<file path="src/rtl/rtc_pkg.sv">
package rtc_pkg;
  typedef enum logic [3:0] {
    S_IDLE, S_DIVGO, S_DIVWAIT, S_PREP, S_SFIT, S_EYE, S_FIT, S_WIN, S_DONE
  } calc_st_e;

  typedef enum logic [1:0] {DV_DS, DV_DH, DV_AS, DV_SF} div_ph_e;
endpackage

</file>
<file path="src/rtl/rtc_ceil_div.sv">
// Restoring divider, one quotient bit per cycle.
module rtc_ceil_div #(
  parameter int DVD_W = 14,
  parameter int DVS_W = 8
) (
  input  logic             clk_i,
  input  logic             rst_ni,
  input  logic             start_i,
  input  logic [DVD_W-1:0] dvd_i,
  input  logic [DVS_W-1:0] dvs_i,
  output logic [DVD_W-1:0] quo_o,
  output logic             done_o
);
  localparam int CNT_W = $clog2(DVD_W + 1);

  logic [DVS_W-1:0] rem_q;
  logic [DVD_W-1:0] quo_q;
  logic [CNT_W-1:0] cnt_q;
  logic             busy_q, done_q;
  logic [DVS_W:0]   shl;
  logic             ge;
  logic [DVS_W:0]   sub;

  always_comb begin
    shl = {rem_q, quo_q[DVD_W-1]};
    ge  = shl >= {1'b0, dvs_i};
    sub = shl - {1'b0, dvs_i};
  end

  always_ff @(posedge clk_i or negedge rst_ni) begin
    if (!rst_ni) begin
      rem_q  <= '0;
      quo_q  <= '0;
      cnt_q  <= '0;
      busy_q <= 1'b0;
      done_q <= 1'b0;
    end else begin
      done_q <= 1'b0;
      if (start_i) begin
        rem_q  <= '0;
        quo_q  <= dvd_i;
        cnt_q  <= CNT_W'(DVD_W);
        busy_q <= 1'b1;
      end else if (busy_q) begin
        rem_q <= ge ? sub[DVS_W-1:0] : shl[DVS_W-1:0];
        quo_q <= {quo_q[DVD_W-2:0], ge};
        cnt_q <= cnt_q - 1'b1;
        if (cnt_q == CNT_W'(1)) begin
          busy_q <= 1'b0;
          done_q <= 1'b1;
        end
      end
    end
  end

  assign quo_o  = quo_q;
  assign done_o = done_q;
endmodule

</file>
<file path="src/rtl/rtc_limits.sv">
// Chip derating, half-period select and sample delay limit.
module rtc_limits #(
  parameter int PER_W       = 8,
  parameter int TIME_W      = 8,
  parameter int CHIP_W      = 3,
  parameter int FAC_W       = 4,
  parameter int DLL_MAX_PER = 32,
  parameter int DLL_MAX_DLY = 16
) (
  input  logic [PER_W-1:0]  per_i,
  input  logic [CHIP_W-1:0] chips_i,
  input  logic [TIME_W-1:0] tds_i,
  input  logic [TIME_W-1:0] tdh_i,
  input  logic [TIME_W-1:0] tas_i,
  output logic [TIME_W:0]   tds_o,
  output logic [TIME_W:0]   tdh_o,
  output logic [TIME_W:0]   tas_o,
  output logic              half_o,
  output logic [PER_W-1:0]  maxd_o
);
  localparam int PW      = FAC_W + PER_W;
  localparam int MAX_FAC = (1 << FAC_W) - 1;

  logic [TIME_W:0] add;
  logic [PW-1:0]   prod, shf;

  always_comb begin
    if (chips_i > CHIP_W'(2))       add = (TIME_W+1)'(10);
    else if (chips_i == CHIP_W'(2)) add = (TIME_W+1)'(5);
    else                            add = '0;
    tds_o  = (TIME_W+1)'(tds_i) + add;
    tdh_o  = (TIME_W+1)'(tdh_i) + add;
    tas_o  = (TIME_W+1)'(tas_i) + add;
    half_o = per_i > PER_W'(DLL_MAX_PER / 2);
    prod   = PW'(MAX_FAC) * PW'(per_i);
    shf    = half_o ? (prod >> 4) : (prod >> 3);
    if (per_i > PER_W'(DLL_MAX_PER))    maxd_o = '0;
    else if (shf > PW'(DLL_MAX_DLY))    maxd_o = PER_W'(DLL_MAX_DLY);
    else                                maxd_o = PER_W'(shf);
  end
endmodule

</file>
<file path="src/rtl/rtc_window.sv">
// Quantized sample point versus data eye.
module rtc_window #(
  parameter int PER_W = 8,
  parameter int FAC_W = 4,
  parameter int SW    = 20
) (
  input  logic [FAC_W-1:0]     fac_i,
  input  logic [PER_W-1:0]     per_i,
  input  logic                 half_i,
  input  logic signed [SW-1:0] ideal_i,
  input  logic signed [SW-1:0] eye_i,
  output logic                 late_o,
  output logic                 out_o
);
  localparam int PW = FAC_W + PER_W;

  logic [PW-1:0]        prod, qnt;
  logic signed [SW-1:0] qs, diff, err;

  always_comb begin
    prod   = PW'(fac_i) * PW'(per_i);
    qnt    = half_i ? (prod >> 4) : (prod >> 3);
    qs     = signed'(SW'(qnt));
    diff   = qs - ideal_i;
    err    = diff[SW-1] ? -diff : diff;
    out_o  = err > (eye_i >>> 1);
    late_o = qs > ideal_i;
  end
endmodule

</file>
<file path="src/rtl/nand_rd_timing_calc.sv">
module nand_rd_timing_calc
  import rtc_pkg::*;
#(
  parameter int PER_W       = 8,
  parameter int TIME_W      = 8,
  parameter int CHIP_W      = 3,
  parameter int FAC_W       = 4,
  parameter int CYC_W       = TIME_W + 1,
  parameter int MAX_SETUP   = 255,
  parameter int DLL_MAX_PER = 32,
  parameter int DLL_MAX_DLY = 16,
  parameter int MIN_PROP    = 5,
  parameter int MAX_PROP    = 9,
  parameter int RD_SETUP    = 0
) (
  input  logic                     clk_i,
  input  logic                     rst_ni,
  input  logic                     start_i,
  input  logic [PER_W-1:0]         period_ns_i,
  input  logic [CHIP_W-1:0]        chips_i,
  input  logic [TIME_W-1:0]        setup_ns_i,
  input  logic [TIME_W-1:0]        hold_ns_i,
  input  logic [TIME_W-1:0]        addr_ns_i,
  input  logic [TIME_W-1:0]        sample_ns_i,
  input  logic signed [TIME_W-1:0] acc_ns_i,
  input  logic signed [TIME_W-1:0] lo_keep_ns_i,
  input  logic signed [TIME_W-1:0] hi_keep_ns_i,
  output logic                     done_o,
  output logic [CYC_W-1:0]         setup_cyc_o,
  output logic [CYC_W-1:0]         hold_cyc_o,
  output logic [CYC_W-1:0]         addr_cyc_o,
  output logic                     half_per_o,
  output logic [FAC_W-1:0]         dly_fac_o
);
  localparam int DVD_W   = TIME_W + 6;
  localparam int SW      = PER_W + CYC_W + 3;
  localparam int MAX_FAC = (1 << FAC_W) - 1;

  function automatic logic signed [SW-1:0] clamp0(input logic signed [SW-1:0] v);
    return v[SW-1] ? '0 : v;
  endfunction

  calc_st_e state_q;
  div_ph_e  phase_q;

  logic [PER_W-1:0]         per_q;
  logic [CHIP_W-1:0]        chips_q;
  logic [TIME_W-1:0]        tds_q, tdh_q, tas_q, sdly_q;
  logic signed [TIME_W-1:0] acc_q, hi_q;
  logic                     impr_q;
  logic [CYC_W-1:0]         ds_q, dh_q, as_q;
  logic [FAC_W-1:0]         fac_q;
  logic signed [SW-1:0]     ideal_q, eye_q, dsn_q;

  logic [TIME_W:0]      tds_d, tdh_d, tas_d;
  logic                 half;
  logic [PER_W-1:0]     maxd;
  logic                 late, outside;
  logic                 div_start, div_done;
  logic [DVD_W-1:0]     dvd, quo, sf_base;
  logic signed [SW-1:0] per_s, acc_s, hi_s, maxd_s, prod_s, eye_init;
  logic signed [SW-1:0] ideal_ctr, ideal_dec_p, ideal_dec_h, ideal_dec_w;
  logic                 ds_room, adj_st;

  rtc_limits #(
    .PER_W(PER_W), .TIME_W(TIME_W), .CHIP_W(CHIP_W), .FAC_W(FAC_W),
    .DLL_MAX_PER(DLL_MAX_PER), .DLL_MAX_DLY(DLL_MAX_DLY)
  ) u_lim (
    .per_i(per_q), .chips_i(chips_q), .tds_i(tds_q), .tdh_i(tdh_q), .tas_i(tas_q),
    .tds_o(tds_d), .tdh_o(tdh_d), .tas_o(tas_d), .half_o(half), .maxd_o(maxd)
  );

  rtc_window #(.PER_W(PER_W), .FAC_W(FAC_W), .SW(SW)) u_win (
    .fac_i(fac_q), .per_i(per_q), .half_i(half), .ideal_i(ideal_q), .eye_i(eye_q),
    .late_o(late), .out_o(outside)
  );

  rtc_ceil_div #(.DVD_W(DVD_W), .DVS_W(PER_W)) u_div (
    .clk_i(clk_i), .rst_ni(rst_ni), .start_i(div_start), .dvd_i(dvd), .dvs_i(per_q),
    .quo_o(quo), .done_o(div_done)
  );

  always_comb begin
    per_s       = signed'(SW'(per_q));
    acc_s       = SW'(acc_q);
    hi_s        = SW'(hi_q);
    maxd_s      = signed'(SW'(maxd));
    prod_s      = signed'(SW'(per_q) * SW'(ds_q));
    eye_init    = SW'(MIN_PROP) + hi_s + prod_s - SW'(MAX_PROP + RD_SETUP) - acc_s;
    ideal_ctr   = (SW'(MAX_PROP + RD_SETUP + MIN_PROP) + acc_s + hi_s - dsn_q) >>> 1;
    ideal_dec_p = ideal_q - per_s;
    ideal_dec_h = ideal_q - (per_s >>> 1);
    ideal_dec_w = ideal_q - (per_s >>> 1) - per_s;
    ds_room     = ds_q < CYC_W'(MAX_SETUP);
    sf_base     = half ? (ideal_q[DVD_W-1:0] << 4) : (ideal_q[DVD_W-1:0] << 3);
    unique case (phase_q)
      DV_DS:   dvd = DVD_W'(tds_d) + DVD_W'(per_q) - 1'b1;
      DV_DH:   dvd = DVD_W'(tdh_d) + DVD_W'(per_q) - 1'b1;
      DV_AS:   dvd = DVD_W'(tas_d) + DVD_W'(per_q) - 1'b1;
      default: dvd = sf_base + DVD_W'(per_q) - 1'b1;
    endcase
    div_start = state_q == S_DIVGO;
    adj_st    = state_q inside {S_SFIT, S_EYE, S_FIT, S_WIN};
  end

  always_ff @(posedge clk_i or negedge rst_ni) begin
    if (!rst_ni) begin
      state_q <= S_IDLE;
      phase_q <= DV_DS;
      per_q   <= '0;
      chips_q <= '0;
      tds_q   <= '0;
      tdh_q   <= '0;
      tas_q   <= '0;
      sdly_q  <= '0;
      acc_q   <= '0;
      hi_q    <= '0;
      impr_q  <= 1'b0;
      ds_q    <= '0;
      dh_q    <= '0;
      as_q    <= '0;
      fac_q   <= '0;
      ideal_q <= '0;
      eye_q   <= '0;
      dsn_q   <= '0;
    end else begin
      unique case (state_q)
        S_IDLE: if (start_i) begin
          per_q   <= period_ns_i;
          chips_q <= chips_i;
          tds_q   <= setup_ns_i;
          tdh_q   <= hold_ns_i;
          tas_q   <= addr_ns_i;
          sdly_q  <= sample_ns_i;
          acc_q   <= acc_ns_i;
          hi_q    <= hi_keep_ns_i;
          impr_q  <= (acc_ns_i >= 0) && (lo_keep_ns_i >= 0) && (hi_keep_ns_i >= 0);
          phase_q <= DV_DS;
          state_q <= S_DIVGO;
        end
        S_DIVGO: state_q <= S_DIVWAIT;
        S_DIVWAIT: if (div_done) begin
          unique case (phase_q)
            DV_DS: begin
              ds_q    <= (quo == '0) ? CYC_W'(1) : CYC_W'(quo);
              phase_q <= DV_DH;
              state_q <= S_DIVGO;
            end
            DV_DH: begin
              dh_q    <= (quo == '0) ? CYC_W'(1) : CYC_W'(quo);
              phase_q <= DV_AS;
              state_q <= S_DIVGO;
            end
            DV_AS: begin
              as_q    <= CYC_W'(quo);
              state_q <= S_PREP;
            end
            default: begin
              fac_q   <= (quo > DVD_W'(MAX_FAC)) ? FAC_W'(MAX_FAC) : FAC_W'(quo);
              state_q <= impr_q ? S_WIN : S_DONE;
            end
          endcase
        end
        S_PREP: begin
          if (impr_q) begin
            dsn_q   <= prod_s;
            eye_q   <= eye_init;
            state_q <= S_EYE;
          end else begin
            ideal_q <= SW'(sdly_q) + SW'(RD_SETUP);
            state_q <= S_SFIT;
          end
        end
        S_SFIT: begin
          if (ideal_q > maxd_s && ds_room) begin
            ds_q    <= ds_q + 1'b1;
            ideal_q <= clamp0(ideal_dec_p);
          end else begin
            phase_q <= DV_SF;
            state_q <= S_DIVGO;
          end
        end
        S_EYE: begin
          if ((eye_q[SW-1] || eye_q == '0) && ds_room) begin
            ds_q  <= ds_q + 1'b1;
            dsn_q <= dsn_q + per_s;
            eye_q <= eye_q + per_s;
          end else begin
            ideal_q <= clamp0(ideal_ctr);
            state_q <= S_FIT;
          end
        end
        S_FIT: begin
          if (ideal_q > maxd_s && ds_room) begin
            ds_q    <= ds_q + 1'b1;
            dsn_q   <= dsn_q + per_s;
            eye_q   <= eye_q + per_s;
            ideal_q <= clamp0(ideal_dec_h);
          end else begin
            phase_q <= DV_SF;
            state_q <= S_DIVGO;
          end
        end
        S_WIN: begin
          if (outside && ds_room) begin
            if (late) begin
              if (fac_q != '0) fac_q <= fac_q - 1'b1;
            end else begin
              ds_q    <= ds_q + 1'b1;
              dsn_q   <= dsn_q + per_s;
              eye_q   <= eye_q + per_s;
              ideal_q <= clamp0(ideal_dec_w);
              phase_q <= DV_SF;
              state_q <= S_DIVGO;
            end
          end else begin
            state_q <= S_DONE;
          end
        end
        S_DONE:  state_q <= S_IDLE;
        default: state_q <= S_IDLE;
      endcase
    end
  end

  assign done_o      = state_q == S_DONE;
  assign setup_cyc_o = ds_q;
  assign hold_cyc_o  = dh_q;
  assign addr_cyc_o  = as_q;
  assign half_per_o  = half;
  assign dly_fac_o   = fac_q;
endmodule

</file>
<file path="config.mk">
export PLATFORM = sky130hd
export DESIGN_NAME = nand_rd_timing_calc
export DESIGN_NICKNAME = d
export VERILOG_FILES = /design/src/rtl/rtc_pkg.sv /design/src/rtl/rtc_ceil_div.sv /design/src/rtl/rtc_limits.sv /design/src/rtl/rtc_window.sv /design/src/rtl/nand_rd_timing_calc.sv
export SDC_FILE = /design/constraint.sdc
export NUM_CORES = 1
export LEC_CHECK = 0
export ABC_AREA = 1
export BUFFER_PORTS_ARGS = -buffer_cell sky130_fd_sc_hd__buf_2
export CORE_MARGIN = 4
export CORE_UTILIZATION = 55
export DETAILED_ROUTE_END_ITERATION = 6
export GPL_TIMING_DRIVEN = 0
export PLACE_DENSITY = 0.72
export SLEW_MARGIN = 15
export SYNTH_ARGS = -nofsm -noshare
export SYNTH_HDL_FRONTEND = slang
export SYNTH_SLANG_ARGS = --single-unit
export TNS_END_PERCENT = 50
</file>
<file path="constraint.sdc">
create_clock -name clk_i -period 12.16 [get_ports clk_i]
set_clock_uncertainty 0.1 [all_clocks]
set_input_delay 1.824 -clock clk_i [delete_from_list [all_inputs] [get_ports clk_i]]
set_output_delay 1.824 -clock clk_i [all_outputs]
set_load 0.01 [all_outputs]
</file>
; Word level (Yosys, flattened, before mapping)
; Index checks and enable logic that the tools add are counted.
[totals]
reg_bits = 185
inputBits = 70
out_inout_bits = 33
wordCells = 204
[classes]
addsub = 29
n_mul = 3
order_cmp = 13
n_eq_ne = 30
n_mux = 77
reduce_logical = 29
[ops]
columns = op, count
row1 = 2-to-1 mux 20 bit, 17
row2 = case mux 20 bit (4 select lines), 2
row3 = case mux 20 bit (5 select lines), 1
row4 = 2-to-1 mux 9 bit, 9
row5 = 2-to-1 mux 4 bit, 16
row6 = 2-to-1 mux 19 bit, 3
row7 = 2-to-1 mux 14 bit, 3
row8 = case mux 14 bit (3 select lines), 1
row9 = adder 20 x 9 -> 20 bit, 2
row10 = adder 9 x 8 -> 10 bit, 4
row11 = 2-to-1 mux 8 bit, 5
row12 = subtractor 20 x 8 -> 20 bit, 2
row13 = subtractor 20 x 9 -> 20 bit, 2
row14 = case mux 9 bit (4 select lines), 1
row15 = "subtractor 10 x 1 -> 11 bit, second input constant", 3
row16 = case mux 4 bit (7 select lines), 1
row17 = adder 8 x 4 -> 9 bit, 3
row18 = ">= comparator 8 x 1 -> 1 bit, second input constant", 3
row19 = AND reduction 7 bit, 3
row20 = > comparator 10 x 20 -> 1 bit, 1
row21 = > comparator 20 x 19 -> 1 bit, 1
row22 = > comparator 20 x 9 -> 1 bit, 1
row23 = zero test 20 bit, 1
row24 = negator 20 bit, 1
row25 = other kinds (52), 95

; Longest topological paths before layout
[logic_depth]
word_depth = 9
ltp_mapped = 48
mapped_depth_nobuf = 46

; Cells and area by module
; A second synthesis with hierarchy kept.
[hier_totals]
cells_unflattened = 3850
area_unflattened_um2 = 25978.7
[modules_own_cells]
columns = module, instances, cells_each, area_per_inst_um2, seq_area_each_um2
row1 = nand_rd_timing_calc, 1, 2809, 19249.7, 3903.7
row2 = rtc_window, 1, 539, 3150.5, 0.0
row3 = rtc_limits, 1, 275, 1834.3, 0.0
row4 = rtc_ceil_div, 1, 227, 1744.2, 700.7

; Worst setup path before layout
; Ideal clock, no wire load.
[synth_timing]
path_kind = flip-flop to flip-flop
startpoint = register per_q[1]
endpoint = register ds_q[8], in the netlist setup_cyc_o[8]
setup_ns = 0.130
arrival_time_ns = 7.081
t_required_ns = 11.930
setup_slack_ns = 4.848
path_stages_with_launch = 42
n_path_buf = 2
period_less_slack_ns = 7.312
path_cell_list = dfrtp_1 -> clkbuf_1 -> nand2_1 -> fa_1 -> inv_1 -> fa_1 -> inv_1 -> fa_1 -> o21ai_0 -> a21oi_1 -> o21ai_0 -> a21o_1 -> a21oi_1 -> xnor2_1 -> nand2_1 -> o21ai_0 -> ha_1 -> nand2_1 -> [... 6 more ...] -> nand2_1 -> o21ai_0 -> nand3b_1 -> nand2_1 -> inv_1 -> ha_1 -> nand2_1 -> nor2_1 -> nand2_1 -> nor3_1 -> nand2_1 -> nand4_1 -> nand3_1 -> o21ai_2 -> nand3_2 -> clkbuf_1 -> nand2_1 -> o21ai_1
[synth_via]
elab_chain_cells = 9
word_cells_on_any_way = 21
cone_classes = add/sub (2) / mul (2) / order compare (6) / eq/ne (3) / mux (5) / reduce/logical (3)
[synth_rtl]
columns = element, line
row1 = from (decl), nand_rd_timing_calc.sv:46  ; logic [PER_W-1:0] per_q;
row2 = from (signal assigned), nand_rd_timing_calc.sv:129  ; per_q <= period_ns_i;
row3 = "multiplier 4 x 8 -> 12 bit, or another cell as far along", rtc_window.sv:21  ; prod = PW'(fac_i) * PW'(per_i);
row4 = "2-to-1 mux 9 bit, on equally long branches", "rtc_window.sv:22, rtc_limits.sv:36"
row5 = subtractor 13 x 20 -> 20 bit or > comparator 12 x 5 -> 1 bit (tied branches), "rtc_window.sv:24, rtc_limits.sv:38"
row6 = negator 20 bit or 2-to-1 mux 8 bit (tied branches), "rtc_window.sv:25, rtc_limits.sv:38"
row7 = 2-to-1 mux 20 bit or 2-to-1 mux 8 bit (tied branches), "rtc_window.sv:25, rtc_limits.sv:37"
row8 = > comparator 20 x 19 -> 1 bit or > comparator 20 x 9 -> 1 bit (tied branches), "rtc_window.sv:26, nand_rd_timing_calc.sv:175, nand_rd_timing_calc.sv:194"
row9 = "logical AND 1 bit, on equally long branches", "nand_rd_timing_calc.sv:205, nand_rd_timing_calc.sv:175, nand_rd_timing_calc.sv:194"
row10 = inequality test 2 x 1 -> 1 bit (no source line), -
row11 = AND reduction 7 bit (no source line) *, -
row12 = to (signal assigned), nand_rd_timing_calc.sv:185  ; ds_q <= ds_q + 1'b1;
row13 = to (signal assigned), nand_rd_timing_calc.sv:195  ; ds_q <= ds_q + 1'b1;
row14 = to (signal assigned), nand_rd_timing_calc.sv:209  ; ds_q <= ds_q + 1'b1;
row15 = to (decl), nand_rd_timing_calc.sv:51  ; logic [CYC_W-1:0] ds_q, dh_q, as_q;
; Mark *: on every way between the ends. The rest lies on a longest branch, timed or not.
; A chain may end at the register's enable or synchronous reset.

; Final worst setup path
; Same ends and word-level chain as after synthesis.

==> impl_metrics.yaml <==
placement:
  hpwl_mm: 59.6
  postPlaceCellArea_um2: 26000
  post-place-ws_ps: 2840
  port-buffer-count: 95
  place.gp.congestion: 1.04
sta:
  worst_pin_slew_ps: 1020
  max_slew_margin: 0.322
  finalSetupViolCount: 0
  fin_ws_ps: 2720
  finalCritPeriodShare: 0.776
  hold_viol_final: 0
  fmax_mhz: 106
  fin_crit_ps: 9440
  drv_slew: 0
  whs_ps: 381
  setup_tns_ps: 0
  rsz0062_at_grt: "no"
worst_setup_path:
  crit_buf_inv: 6
  reg2reg_to: "setup_cyc_o[8]"
  crit_path_start: "per_q[1]"
  r2r-start: "per_q[1]"
  path_max_fanout: 14
  required_ps: 12410
  cp_slowest_cell: "dfrtp_1"
  r2r_slack_ps: 2720
  worst_ep_arrival_time_ps: 9690
  cp_slowest_stage_delay_ps: 1020
  rr_worst_depth: 41
  critPathTopFamily: "simple AND/OR/NAND/NOR gates"
  cp-end-kind: "flop"
  critical_path_class: "reg2reg"
  worstSetupStartpointType: "flop"
  cp_common_cell: "nand2_1"
global_route:
  grt_usage: 0.310
  top_usage_layer: "met2"
  grt_overflow: 0
  grt_use_met3: 0.0466
  grt_max_degree: 83
  grt_pass1_wl_mm: 118
  grt_antenna_before_repair: 2
  grt_pass1_vias: 22500
  grt.met2_usage: 0.506
  met1_usage: 0.417
yosys:
  ys_ff_latch: 184
  yosysWarnings: 0
  ys_async_sr_fraction: 1.00
  synthesis.area_um2: 24700
  synth_cells: 3580
  synthAdderAreaFrac: 0.260
  synth_top_family_by_area: "simple AND/OR/NAND/NOR gates"
  synth_ff_type: "dfrtp_1"
  synth_enable_flop_cells: 0
  synth_compound_area_frac: 0.130
  synthSimpleGateAreaFrac: 0.264
  synth_xor_area_frac: 0.0476
  synth_area_per_cell_um2: 6.89
  seq_area_frac_synth: 0.187
  synth_cell_types: 59
  synthMuxAreaShare: 0.00122
cts:
  post_cts_resize_count: 0
  numCtsBuffers: 17
  clkTransAtPathRegs_ps: 80
  clock-root-buffer: "clkbuf_16"
  clk_path_buf_depth: 2
  cts.sinks: 184
  postCtsHoldBufs: 0
  post_cts_buffers: 0
  cts-htree-levels: 4
  cts_tree: "done"
  clkLatencyLatePin_ps: 500
status:
  status: "finished, final reports clean"
floorplanning:
  chipHeight_um: 220
  coreArea_um2: 44300
  start_util: 0.557
  rows: 77
  ios: 103
  die_w_um: 220
  die_area_um2: 48300
cells_and_area:
  syn2layout_area_growth_pct: 7.47
  n_antenna_cell: 0
  layout-drive-gt1-share: 0.0644
  nets: 4212
  regArea_um2: 4600
  multi_input_area_um2: 17300
  final_area_um2: 26500
  fill_cells: 4321
hold_path:
  min_path_cells: 2
  min_path_type: "reg2reg"
  holdPathEnd: "addr_cyc_o[6]"
  min_from: "addr_cyc_o[6]"
drt:
  wirelength_mm: 73.5
  firstDrtPassIters: 6
  drtAntennaViolNets: 0
  drt-vias-per-instance: 5.52
  route.vias.total: 23700
  drtIter0Drc: 2284
  drc: 0
  avgRoutedWirePerCell_um: 17.1
run:
  maxCapViolCount: 0
## layout make-up
| class | count | share of cell area |
|---|---|---|
| multi-input cells | 2688 | 0.654 |
| flip-flops and latches | 184 | 0.174 |
| inverters | 624 | 0.0883 |
| well taps | 592 | 0.0279 |
| repair buffers | 97 | 0.0204 |
| clock buffers | 22 | 0.0175 |
| plain buffers | 86 | 0.0148 |
| clock inverters | 9 | 0.00340 |
## layout by cell type, fill, tap and decap left out, types with 4 or more instances in the layout
cell	n
nor2_4	6
clkbuf_16	17
o21ai_0	260
a221oi_1	6
inv_1	608
nor2_2	8
a21boi_0	4
nor3_1	35
nor2_1	243
xor2_1	83
o21ai_1	13
a21oi_1	197
nand3_1	199
xnor2_1	51
o21bai_1	20
o211ai_1	7
nand2_4	5
or2_2	17
inv_2	12
a21o_1	10
a31oi_1	11
o22ai_1	12
buf_2	110
nand2_2	20
ha_1	329
fa_1	115
clkinv_1	4
dfrtp_1	184
nand4_1	47
o21a_1	6
o2111ai_1	4
nand3_2	13
nor4_1	6
nand2_1	911
a211oi_1	6
clkbuf_1	63
o31ai_1	7
## cell families (layout without fill, tap and decap cells)
| group | after synthesis | count (layout) |
|---|---|---|
| other | 1 | 3 |
| adders and majority gates | 444 | 444 |
| muxes | 3 | 3 |
| AOI/OAI and AO/OA | 581 | 581 |
| DFF | 184 | 184 |
| buffers and inverters | 710 | 838 |
| xor gates and xnor gates | 134 | 134 |
| and+or+nand+nor | 1523 | 1523 |
## synthesized netlist by cell type (5+ instances only)
cell type    n  area, um^2
buf_2       16        80.1
nand3_1    199         996
o21a_1       6        45.0
nor4_1       6        37.5
a211oi_1     6        45.0
nand2_2     20         125
nor3_1      35         175
clkbuf_1    60         225
xor2_1      83         727
nor2_1     243         912
o21ai_0    261        1310
a31oi_1     11        68.8
ha_1       329        4120
o211ai_1     7        52.6
nand3_2     13         130
nor2_4       6        67.6
o31ai_1      7        52.6
nand2_4      5        56.3
nor2_2       8        50.1
a21oi_1    197         986
o21bai_1    20         150
o21ai_1     12        60.1
dfrtp_1    184        4600
xnor2_1     51         447
nand4_1     47         294
a221oi_1     6        52.6
fa_1       115        2300
o22ai_1     12        75.1
a21o_1      10        75.1
nand2_1    911        3420
inv_2       12        45.0
inv_1      608        2280
or2_2       17         106
## state kept, by name (all words and copies together) (netlist names), 2 cells and up
register and flops:
hi_q 8, tdh_q 8, addr_cyc_o 9, setup_cyc_o 9, state_q 4, acc_q 8
sdly_q 8, hold_cyc_o 9, ideal_q 19, tds_q 8, u_div.quo_o 14, u_div.rem_q 8
phase_q 2, dly_fac_o 4, per_q 8, chips_q 3, dsn_q 20, eye_q 20
u_div.cnt_q 4, tas_q 8
## worst reg2reg max path: cells and delay by family, from the launching register on
| kind | cells | cell delay [ps] |
|---|---|---|
| buf+inv | 6 | 1100 |
| flops | 1 | 1020 |
| compound gates | 11 | 2170 |
| xor+xnor | 1 | 360 |
| simple gates | 18 | 2390 |
| fa+ha+maj | 5 | 2130 |
## per-stage QoR
step,std cells,utilization
after detailed placement,4271,0.586
after CTS,4302,0.598
after floorplan,3582,-
after global placement,4269,0.584
after global routing,4302,0.598
final,4302,0.598
## per-layer routing
layer | vias to the layer above | wire length, um
li1 | 11700 | -
met1 | 11000 | 31400
met2 | 906 | 33200
met3 | 165 | 6070
met4 | 2 | 2840
met5 | - | 13
## worst max-delay path by stage
stage	to	depth (start not counted)
floorplan	setup_cyc_o[8]	41
detailed placement	dsn_q[11]	40
finish	setup_cyc_o[8]	41
CTS	dsn_q[11]	40
global route	setup_cyc_o[8]	40
global placement	setup_cyc_o[8]	41
Power is not shown: default switching activity piles up to over one toggle a cycle in this logic, so the estimate is an artifact.
